File: config.mk
export PLATFORM = sky130hd
export DESIGN_NAME = uart_rx_chan
export DESIGN_NICKNAME = d
export VERILOG_FILES = /design/src/rtl/uart_rx_pkg.sv /design/src/rtl/uart_rx_sampler.sv /design/src/rtl/uart_rx_regs.sv /design/src/rtl/uart_rx_chan.sv
export SDC_FILE = /design/constraint.sdc
export NUM_CORES = 1
export LEC_CHECK = 0
export BUFFER_PORTS_ARGS = -buffer_cell sky130_fd_sc_hd__buf_2
export CAP_MARGIN = 20
export CELL_PAD_IN_SITES_DETAIL_PLACEMENT = 0
export CELL_PAD_IN_SITES_GLOBAL_PLACEMENT = 1
export CORE_ASPECT_RATIO = 0.8
export CORE_MARGIN = 2
export CORE_UTILIZATION = 30
export DETAILED_ROUTE_END_ITERATION = 8
export PLACE_DENSITY = 0.52
export SYNTH_ARGS = -nofsm -noshare
export SYNTH_HDL_FRONTEND = slang
export SYNTH_SLANG_ARGS = --single-unit
File: constraint.sdc
create_clock -name clk -period 2 [get_ports clk]
set_input_delay 0.4 -clock clk [delete_from_list [all_inputs] [get_ports clk]]
set_output_delay 0.4 -clock clk [all_outputs]
set_load 0.05 [all_outputs]
File: src/rtl/uart_rx_pkg.sv
package uart_rx_pkg;
  typedef enum logic [2:0] {
    S_IDLE, S_START, S_DATA, S_PAR, S_STOP, S_LOST
  } rx_state_t;

  localparam int FLAG_OVR = 0;
  localparam int FLAG_FRM = 1;
  localparam int FLAG_PAR = 2;
  localparam int NFLAG    = 3;
endpackage

File: src/rtl/uart_rx_sampler.sv
module uart_rx_sampler
  import uart_rx_pkg::*;
#(
  parameter int OSR = 16,
  parameter int DW  = 8
) (
  input  logic          clk,
  input  logic          rst_n,
  input  logic          en,
  input  logic          tick,
  input  logic          rxd,
  input  logic          par_en,
  input  logic          par_odd,
  output logic          done,
  output logic [DW-1:0] done_byte,
  output logic          done_par_bad,
  output logic          done_stop_bad
);
  localparam int CW  = $clog2(OSR);
  localparam int IW  = (DW > 1) ? $clog2(DW) : 1;
  localparam int MID = OSR / 2 - 1;

  function automatic logic expected_par(input logic [DW-1:0] d, input logic odd);
    return (^d) ^ odd;
  endfunction

  rx_state_t     st;
  logic [CW-1:0] tcnt;
  logic [IW-1:0] bidx;
  logic [DW-1:0] shreg;
  logic          parbit;
  logic          rx_meta, rx_s;

  // named events for checks
  logic mid_tick, end_tick;
  assign mid_tick = tick && (tcnt == CW'(MID));
  assign end_tick = tick && (tcnt == CW'(OSR - 1));

  always_ff @(posedge clk or negedge rst_n) begin
    if (!rst_n) begin
      rx_meta <= 1'b1;
      rx_s    <= 1'b1;
    end else begin
      rx_meta <= rxd;
      rx_s    <= rx_meta;
    end
  end

  always_ff @(posedge clk or negedge rst_n) begin
    if (!rst_n) begin
      st            <= S_IDLE;
      tcnt          <= '0;
      bidx          <= '0;
      shreg         <= '0;
      parbit        <= 1'b0;
      done          <= 1'b0;
      done_byte     <= '0;
      done_par_bad  <= 1'b0;
      done_stop_bad <= 1'b0;
    end else begin
      done <= 1'b0;
      if (!en) begin
        st   <= S_IDLE;
        tcnt <= '0;
      end else if (tick) begin
        case (st)
          S_IDLE: if (!rx_s) begin
            st   <= S_START;
            tcnt <= '0;
          end
          S_START: if (mid_tick) begin
            tcnt <= '0;
            bidx <= '0;
            st   <= rx_s ? S_IDLE : S_DATA;
          end else tcnt <= tcnt + 1'b1;
          S_DATA: if (end_tick) begin
            tcnt  <= '0;
            shreg <= {rx_s, shreg[DW-1:1]};
            bidx  <= bidx + 1'b1;
            if (bidx == IW'(DW - 1)) st <= par_en ? S_PAR : S_STOP;
          end else tcnt <= tcnt + 1'b1;
          S_PAR: if (end_tick) begin
            tcnt   <= '0;
            parbit <= rx_s;
            st     <= S_STOP;
          end else tcnt <= tcnt + 1'b1;
          S_STOP: if (end_tick) begin
            tcnt          <= '0;
            done          <= 1'b1;
            done_byte     <= shreg;
            done_par_bad  <= par_en && (parbit != expected_par(shreg, par_odd));
            done_stop_bad <= !rx_s;
            st            <= rx_s ? S_IDLE : S_LOST;
          end else tcnt <= tcnt + 1'b1;
          default: st <= S_LOST;
        endcase
      end
    end
  end


  idle_when_off_chk: assert property (@(posedge clk) disable iff (!rst_n)
    !en |=> (st == S_IDLE && !done));

  frame_order_chk: assert property (@(posedge clk) disable iff (!rst_n)
    done |-> ($past(st) == S_STOP));

  lost_hold_chk: assert property (@(posedge clk) disable iff (!rst_n)
    (st == S_LOST && en) |=> (st == S_LOST && !done));

  start_reject_chk: assert property (@(posedge clk) disable iff (!rst_n)
    (st == S_START && mid_tick && rx_s && en) |=> (st == S_IDLE));
endmodule

File: src/rtl/uart_rx_regs.sv
module uart_rx_regs
  import uart_rx_pkg::*;
#(
  parameter int DW = 8
) (
  input  logic             clk,
  input  logic             rst_n,
  input  logic             done,
  input  logic [DW-1:0]    done_byte,
  input  logic             done_par_bad,
  input  logic             done_stop_bad,
  input  logic             data_rd,
  input  logic             clr_wr,
  input  logic [NFLAG-1:0] clr_mask,
  input  logic             start_trig,
  input  logic             stop_trig,
  output logic [DW-1:0]    data_q,
  output logic             buf_full,
  output logic [NFLAG-1:0] flags,
  output logic             chan_en
);
  logic             good_frame, load, ovr_evt, par_evt, frm_evt;
  logic [NFLAG-1:0] evt, clr_eff;

  assign good_frame = done && !done_stop_bad;
  assign load       = good_frame && (!buf_full || data_rd);
  assign ovr_evt    = good_frame && buf_full && !data_rd;
  assign par_evt    = good_frame && done_par_bad;
  assign frm_evt    = done && done_stop_bad;

  always_comb begin
    evt           = '0;
    evt[FLAG_OVR] = ovr_evt;
    evt[FLAG_FRM] = frm_evt;
    evt[FLAG_PAR] = par_evt;
    clr_eff       = clr_wr ? clr_mask : '0;
  end

  always_ff @(posedge clk or negedge rst_n) begin
    if (!rst_n) begin
      data_q   <= '0;
      buf_full <= 1'b0;
      flags    <= '0;
      chan_en  <= 1'b0;
    end else begin
      if (load) begin
        data_q   <= done_byte;
        buf_full <= 1'b1;
      end else if (data_rd) begin
        buf_full <= 1'b0;
      end
      flags <= (flags & ~clr_eff) | evt;
      if (stop_trig)       chan_en <= 1'b0;
      else if (start_trig) chan_en <= 1'b1;
    end
  end


  ovr_keep_chk: assert property (@(posedge clk) disable iff (!rst_n)
    $past(buf_full && !data_rd) |-> $stable(data_q));

  flag_hold_chk: assert property (@(posedge clk) disable iff (!rst_n)
    (!clr_wr && !done) |=> $stable(flags));

  stop_wins_chk: assert property (@(posedge clk) disable iff (!rst_n)
    stop_trig |=> !chan_en);

  for (genvar i = 0; i < NFLAG; i++) begin : g_flag

    evt_wins_chk: assert property (@(posedge clk) disable iff (!rst_n)
      evt[i] |=> flags[i]);

    flag_clr_chk: assert property (@(posedge clk) disable iff (!rst_n)
      (clr_wr && clr_mask[i] && !evt[i]) |=> !flags[i]);
  end
endmodule

File: src/rtl/uart_rx_chan.sv
module uart_rx_chan
  import uart_rx_pkg::*;
#(
  parameter int OSR = 16,
  parameter int DW  = 8
) (
  input  logic             clk,
  input  logic             rst_n,
  input  logic             tick16,
  input  logic             rxd,
  input  logic             par_en,
  input  logic             par_odd,
  input  logic             start_trig,
  input  logic             stop_trig,
  input  logic             data_rd,
  input  logic             clr_wr,
  input  logic [NFLAG-1:0] clr_mask,
  output logic [DW-1:0]    rx_data,
  output logic             buf_full,
  output logic [NFLAG-1:0] err_flags,
  output logic             chan_en
);
  logic          done, done_par_bad, done_stop_bad;
  logic [DW-1:0] done_byte;

  uart_rx_sampler #(.OSR(OSR), .DW(DW)) u_smp (
    .clk(clk), .rst_n(rst_n), .en(chan_en), .tick(tick16), .rxd(rxd),
    .par_en(par_en), .par_odd(par_odd), .done(done), .done_byte(done_byte),
    .done_par_bad(done_par_bad), .done_stop_bad(done_stop_bad)
  );

  uart_rx_regs #(.DW(DW)) u_regs (
    .clk(clk), .rst_n(rst_n), .done(done), .done_byte(done_byte),
    .done_par_bad(done_par_bad), .done_stop_bad(done_stop_bad),
    .data_rd(data_rd), .clr_wr(clr_wr), .clr_mask(clr_mask),
    .start_trig(start_trig), .stop_trig(stop_trig), .data_q(rx_data),
    .buf_full(buf_full), .flags(err_flags), .chan_en(chan_en)
  );
endmodule

Yosys cells after proc, flatten, opt, wreduce, memory -nomap -nowiden --
Cells that the tools add are included.
Word-level totals: bits in registers 45, output and inout port bits 13
Operators by class: add/subtract/negate cells 2, eq/ne operators 18, muxes and demuxes 30, bitwise logic cells 4, reduce and logical (&&, ||, !) cells 26
Operators by type and width (count):
- 2-to-1 mux 3 bit | 13
- 2-to-1 mux 4 bit | 5
- inequality test 3 bit, second input constant | 6
- case mux 3 bit (5 select lines) | 1
- case mux 4 bit (3 select lines) | 1
- AND reduction 4 bit | 3
- logical AND 1 bit | 9
- 2-to-1 mux 1 bit | 8
- parity 8 bit | 1
- AND reduction 7 bit | 1
- == test 3 x 2 -> 1 bit, second input constant | 2
- == test 3 bit, second input constant | 2
- case mux 3 bit (2 select lines) | 1
- nonzero test 2 bit | 3
- AND reduction 5 bit | 1
- adder 4 x 1 -> 4 bit, second input constant | 1
- == test 4 x 3 -> 1 bit, second input constant | 1
- == test 4 bit, second input constant | 1
- zero test 1 bit | 4
- inequality test 2 x 1 -> 1 bit, second input constant | 2
- inequality test 4 bit, second input constant | 1
- adder 3 x 1 -> 3 bit, second input constant | 1
- bitwise AND 3 bit | 1
- == test 3 x 1 -> 1 bit, second input constant | 1
- 10 further kinds | 10

Longest topological paths before layout --
depth after elaboration 6, mapped depth 7

Cells and area by module --
From an unflattened synthesis, not the netlist that was laid out.
Unflattened totals: cell total of the unflattened synthesis 171, area, all modules 2204.6 um^2
By module, submodules not included:
- uart_rx_sampler | times used 1, cells each 137, area each 1642.8 um^2, sequential area each 803.3 um^2
- uart_rx_regs | times used 1, cells each 34, area each 561.8 um^2, sequential area each 325.3 um^2

Worst setup path before layout --
OpenSTA, ideal clock, no wires.
path kind flip-flop to flip-flop, start point reg u_regs.chan_en, end point reg u_smp.done_byte[2], setup time 125 ps, arrival 1714 ps, required time 1875 ps, slack 161 ps, cell stages (with the launch flop) 6, buffers on the path 2, path through dfrtp_1 -> nand2_1 -> or4_1 -> buf_2 -> buf_6 -> mux2_4
Between the ends: longest elaborated chain between the ends 1
Ends and longest elaborated chain:
- from (decl) | RTL line uart_rx_regs.sv:20 | output logic chan_en
- from (signal assigned) | RTL line uart_rx_regs.sv:44 | chan_en <= 1'b0;
- from (signal assigned) | RTL line uart_rx_regs.sv:53 | if (stop_trig) chan_en <= 1'b0;
- from (signal assigned) | RTL line uart_rx_regs.sv:54 | else if (start_trig) chan_en <= 1'b1;
- AND reduction 4 bit (no source line)
- to (signal assigned) | RTL line uart_rx_sampler.sv:90 | done_byte <= shreg;
- to (decl) | RTL line uart_rx_sampler.sv:15 | output logic [DW-1:0] done_byte,
Every way passes these cells. A chain may end at the register's enable or synchronous reset.

Worst setup path in the final report --
start point reg u_smp.tcnt[0], end point reg u_smp.done_byte[4]
Between the ends: longest elaborated chain between the ends 3
Ends and longest elaborated chain:
- from (decl) | RTL line uart_rx_sampler.sv:28 | logic [CW-1:0] tcnt;
- from (signal assigned) | RTL line uart_rx_sampler.sv:75 | end else tcnt <= tcnt + 1'b1;
- from (signal assigned) | RTL line uart_rx_sampler.sv:81 | end else tcnt <= tcnt + 1'b1;
- from (signal assigned) | RTL line uart_rx_sampler.sv:86 | end else tcnt <= tcnt + 1'b1;
- == test 4 bit | RTL line uart_rx_sampler.sv:37 | assign end_tick = tick && (tcnt == CW'(OSR - 1));
- logical AND 1 bit | RTL line uart_rx_sampler.sv:37
- AND reduction 4 bit (no source line)
Every way passes these cells.

==> run_results.csv <==
group,metric,value,unit
synth,yosysUniqueCellTypes,42,
die,die_w,97.8,um
critical_path,path_class,"reg2reg",
detailed_routing,antenna_left,0,
sta,slew_viol_final,0,
power,vdd_drop_max,0.227,mV
detailed_routing,drt_iter0_markers,39,
synth,seq_area_frac_synth,53.5,%
power,power.share.clock,39.2,%
final_layout,nets,222,
detailed_routing,wirelength,4190,um
sta,period_needed,1.91,ns
synth,synthTopCellsByCount,"43 x dfrtp_1, 20 x mux2_2, 13 x nand2_1",
clock_tree,clk-insertion-delay-late,0.29,ns
sta,tightest_slew,0.834,ns
sta,rsz0062_at_grt,"no",
flow_run,max-cap-violations,0,
detailed_routing,drc_errors,0,
detailed_routing,via_count,1439,
power,pwr-share-seq,54.9,%
grt,grt_pass1_wl,7480,um
grt,grt_max_degree,30,
die,initial_core_util,30.8,%
die,fp.dieH,79,um
critical_path,cp_slowest_cell,"or4_1",
critical_path,cp-start-kind,"flip-flop",
clock_tree,root_buffer,"clkbuf_8",
clock_tree,tritoncts,"yes",
clock_tree,htree_num_levels,2,
synth,synth_area_leaders,"dfrtp_1 51%, mux2_2 11%, mux2_4 3.6%",
final_layout,area_growth,17.5,%
synth,synthFlopType,"dfrtp_1",
detailed_routing,via_per_inst,4.91,
sta,hold_violations,0,
power,p_switching,0.361,mW
final_layout,drive_gt1_share,35.4,%
sta,maxSlewHeadroom,44.1,%
detailed_routing,post_drt_wl_per_cell,14.3,um
grt,gr-usage-all-layers,12.2,%
synth,yosysMostFrequentCell,"dfrtp_1",
run_status,run_status,"completed",
detailed_routing,wl_met2,1880,um
placement,gp_congestion,0.750,
clock_tree,cts-buffers-inserted,5,
die,core_area,0.00686,sq mm
critical_path,worstPathArrival,2.09,ns
final_layout,multiInputGateArea,926,sq um
clock_tree,cts_num_sinks,45,
die,rows,27,
die,dieArea,0.00772,sq mm
synth,ys_async_sr_fraction,100,%
sta,setup_tns,0,ns
detailed_routing,dr.pass1.iters,4,
sta,setup_viol,0,
power,p_leak,1.27,nW
power,power.share.switching,21.5,%
critical_path,crit_chain,"ha_2 > nand4_1 > or4_1 > buf_4 > mux2_4",
detailed_routing,top_layer,"met4",
sta,fin_worst_skew,0.00590,ns
detailed_routing,drt-met1-wl,2060,um
final_layout,nFillCells,676,
die,io_pins,26,
sta,max_freq,0.524,GHz
detailed_routing,dr_wl_met3,187,um
synth,ys_ff_latch,45,
synth,synth_top_cell_area_share,51.0,%
power,power.share.combinational,5.9,%
critical_path,worstPathMaxFanout,13,
clock_tree,cts_setup_buffers,0,
power,finalPower,1.68,mW
synth,yosys_warnings,0,
clock_tree,holdBufCountCts,0,
power,powerDensity,678,mW/mm^2
sta,finalCritPeriodShare,95.5,%
synth,syn_area,0.00211,sq mm
power,power.internal,1.32,mW
hold_path,min-delay-path-class,"in2async",
grt,grt_pass1_vias,1471,
clock_tree,ctsLongestPathBuffers,2,
synth,synth_area_leader_cell,"dfrtp_1",
placement,dp_hpwl,3120,um
final_layout,layout.cells.non_filler,293,
placement,placedCellCount,286,
grt,gr-total-overflow,0,
critical_path,critPathMaxStageDelay,0.49,ns
final_layout,insertedDiodeCount,0,
critical_path,worst_setup_path_end_kind,"flip-flop",
critical_path,cp_data_required_time,2.18,ns
synth,synthCells,172,
synth,avgSynthCellArea,12.3,sq um
final_layout,seqCellArea,0.00113,sq mm
synth,syn_nets,188,
synth,synth_edf_count,0,
grt,antenna_found_initial,0,
placement,port-buffer-count,25,
clock_tree,clk_transition_reported_paths,0.08,ns
[placed cells by master, fill, tap and decap left out, drive strengths merged, types with 2 or more instances in the layout]
cell type,count
buf,34
o211ai,2
dfstp,2
nor2,6
nand2,13
nor3b,2
a21o,2
clkbuf,5
ha,3
o22ai,2
o31ai,2
inv,5
xnor2,6
a22o,2
and3,4
dfrtp,43
nand3,5
nor2b,7
a32o,2
o21ai,5
nand2b,3
mux2i,4
a21oi,5
nand4,2
mux2,25
[worst max-delay path, delay by kind of cell, from the launching register on]
kind	cells	cell delay, ns
buf+inv	1	0.21
fa+ha+maj	1	0.23
flops	1	0.41
mux	1	0.30
simple gates	2	0.63
[logic make-up after synthesis]
family / Yosys count / synth area share, %
simple gates: 48 / 12.9
flops: 45 / 53.5
mux: 29 / 16.1
compound gates: 27 / 9.01
buf+inv: 12 / 2.73
xor+xnor: 8 / 3.97
fa+ha+maj: 3 / 1.78
[power groups by stage]
stage | combinational, mW | clock [mW] | sequential [mW]
after global routing | 0.113 | 0.737 | 0.924
final | 0.0991 | 0.658 | 0.923
after detailed placement | 0.101 | 0 | 0.941
after floorplan | 0.0415 | 0 | 0.944
after CTS | 0.101 | 0.683 | 0.923
after global placement | 0.0987 | 0 | 0.941
[area by class of cell]
class	count	share of cell area (%)
Clock buffer	5	2.78
Clock inverter	2	1.41
Inverter	5	0.757
Multi-Input combinational cell	115	37.4
Sequential cell	45	45.5
Tap cell	87	4.39
Timing Repair Buffer	34	7.77
[routing by layer]
metal | track usage [%] | vias to the layer above
li1 | - | 686
met1 | 16.8 | 722
met2 | 18.6 | 26
met3 | 2.99 | 5
met4 | 4.86 | 0
met5 | 0 | -
[registers in the layout (all words and copies together), names as in the netlist, 3 cells and up]
signal           count
u_smp.st             3
u_smp.tcnt           4
u_regs.flags         3
u_smp.bidx           3
u_smp.done_byte      8
u_smp.shreg          8
u_regs.data_q        8
[stage by stage]
step,utilization (%),instance area [sq um],hold slack (ns),worst slack [ns]
CTS,36.1,2480,0.165,0.0863
detailed placement,34.6,2370,0.352,0.0904
global placement,34.6,2370,0.350,0.124
global route,36.1,2480,0.183,0.0152
finish,36.1,2480,0.141,0.0908
floorplan,-,2110,0.104,0.161
[final timing paths]
kind                                             endpoint  slack, ns  cells after the start                       from
setup reg to reg           u_smp.done_byte[4]$_DFFE_PN0P_       0.09                      5  u_smp.tcnt[0]$_DFFE_PN0P_
min in group clk                  u_smp.rx_meta$_DFF_PN1_       0.20                      1                        rxd
hold reg to reg                      u_smp.rx_s$_DFF_PN1_       0.36                      0    u_smp.rx_meta$_DFF_PN1_
max in group asynchronous    u_regs.data_q[2]$_DFFE_PN0P_       1.26                      2                      rst_n
hold / removal                  u_smp.tcnt[0]$_DFFE_PN0P_       0.14                      1                      rst_n
setup / recovery           u_smp.done_byte[4]$_DFFE_PN0P_       0.09                      5  u_smp.tcnt[0]$_DFFE_PN0P_
[timing repair]
item,4_1_cts,5_1_grt
endpoints found under the setup margin,0,8
endpoints found under the hold margin,0,0
resized for setup,0,1
(Power assumes the default switching activity.)
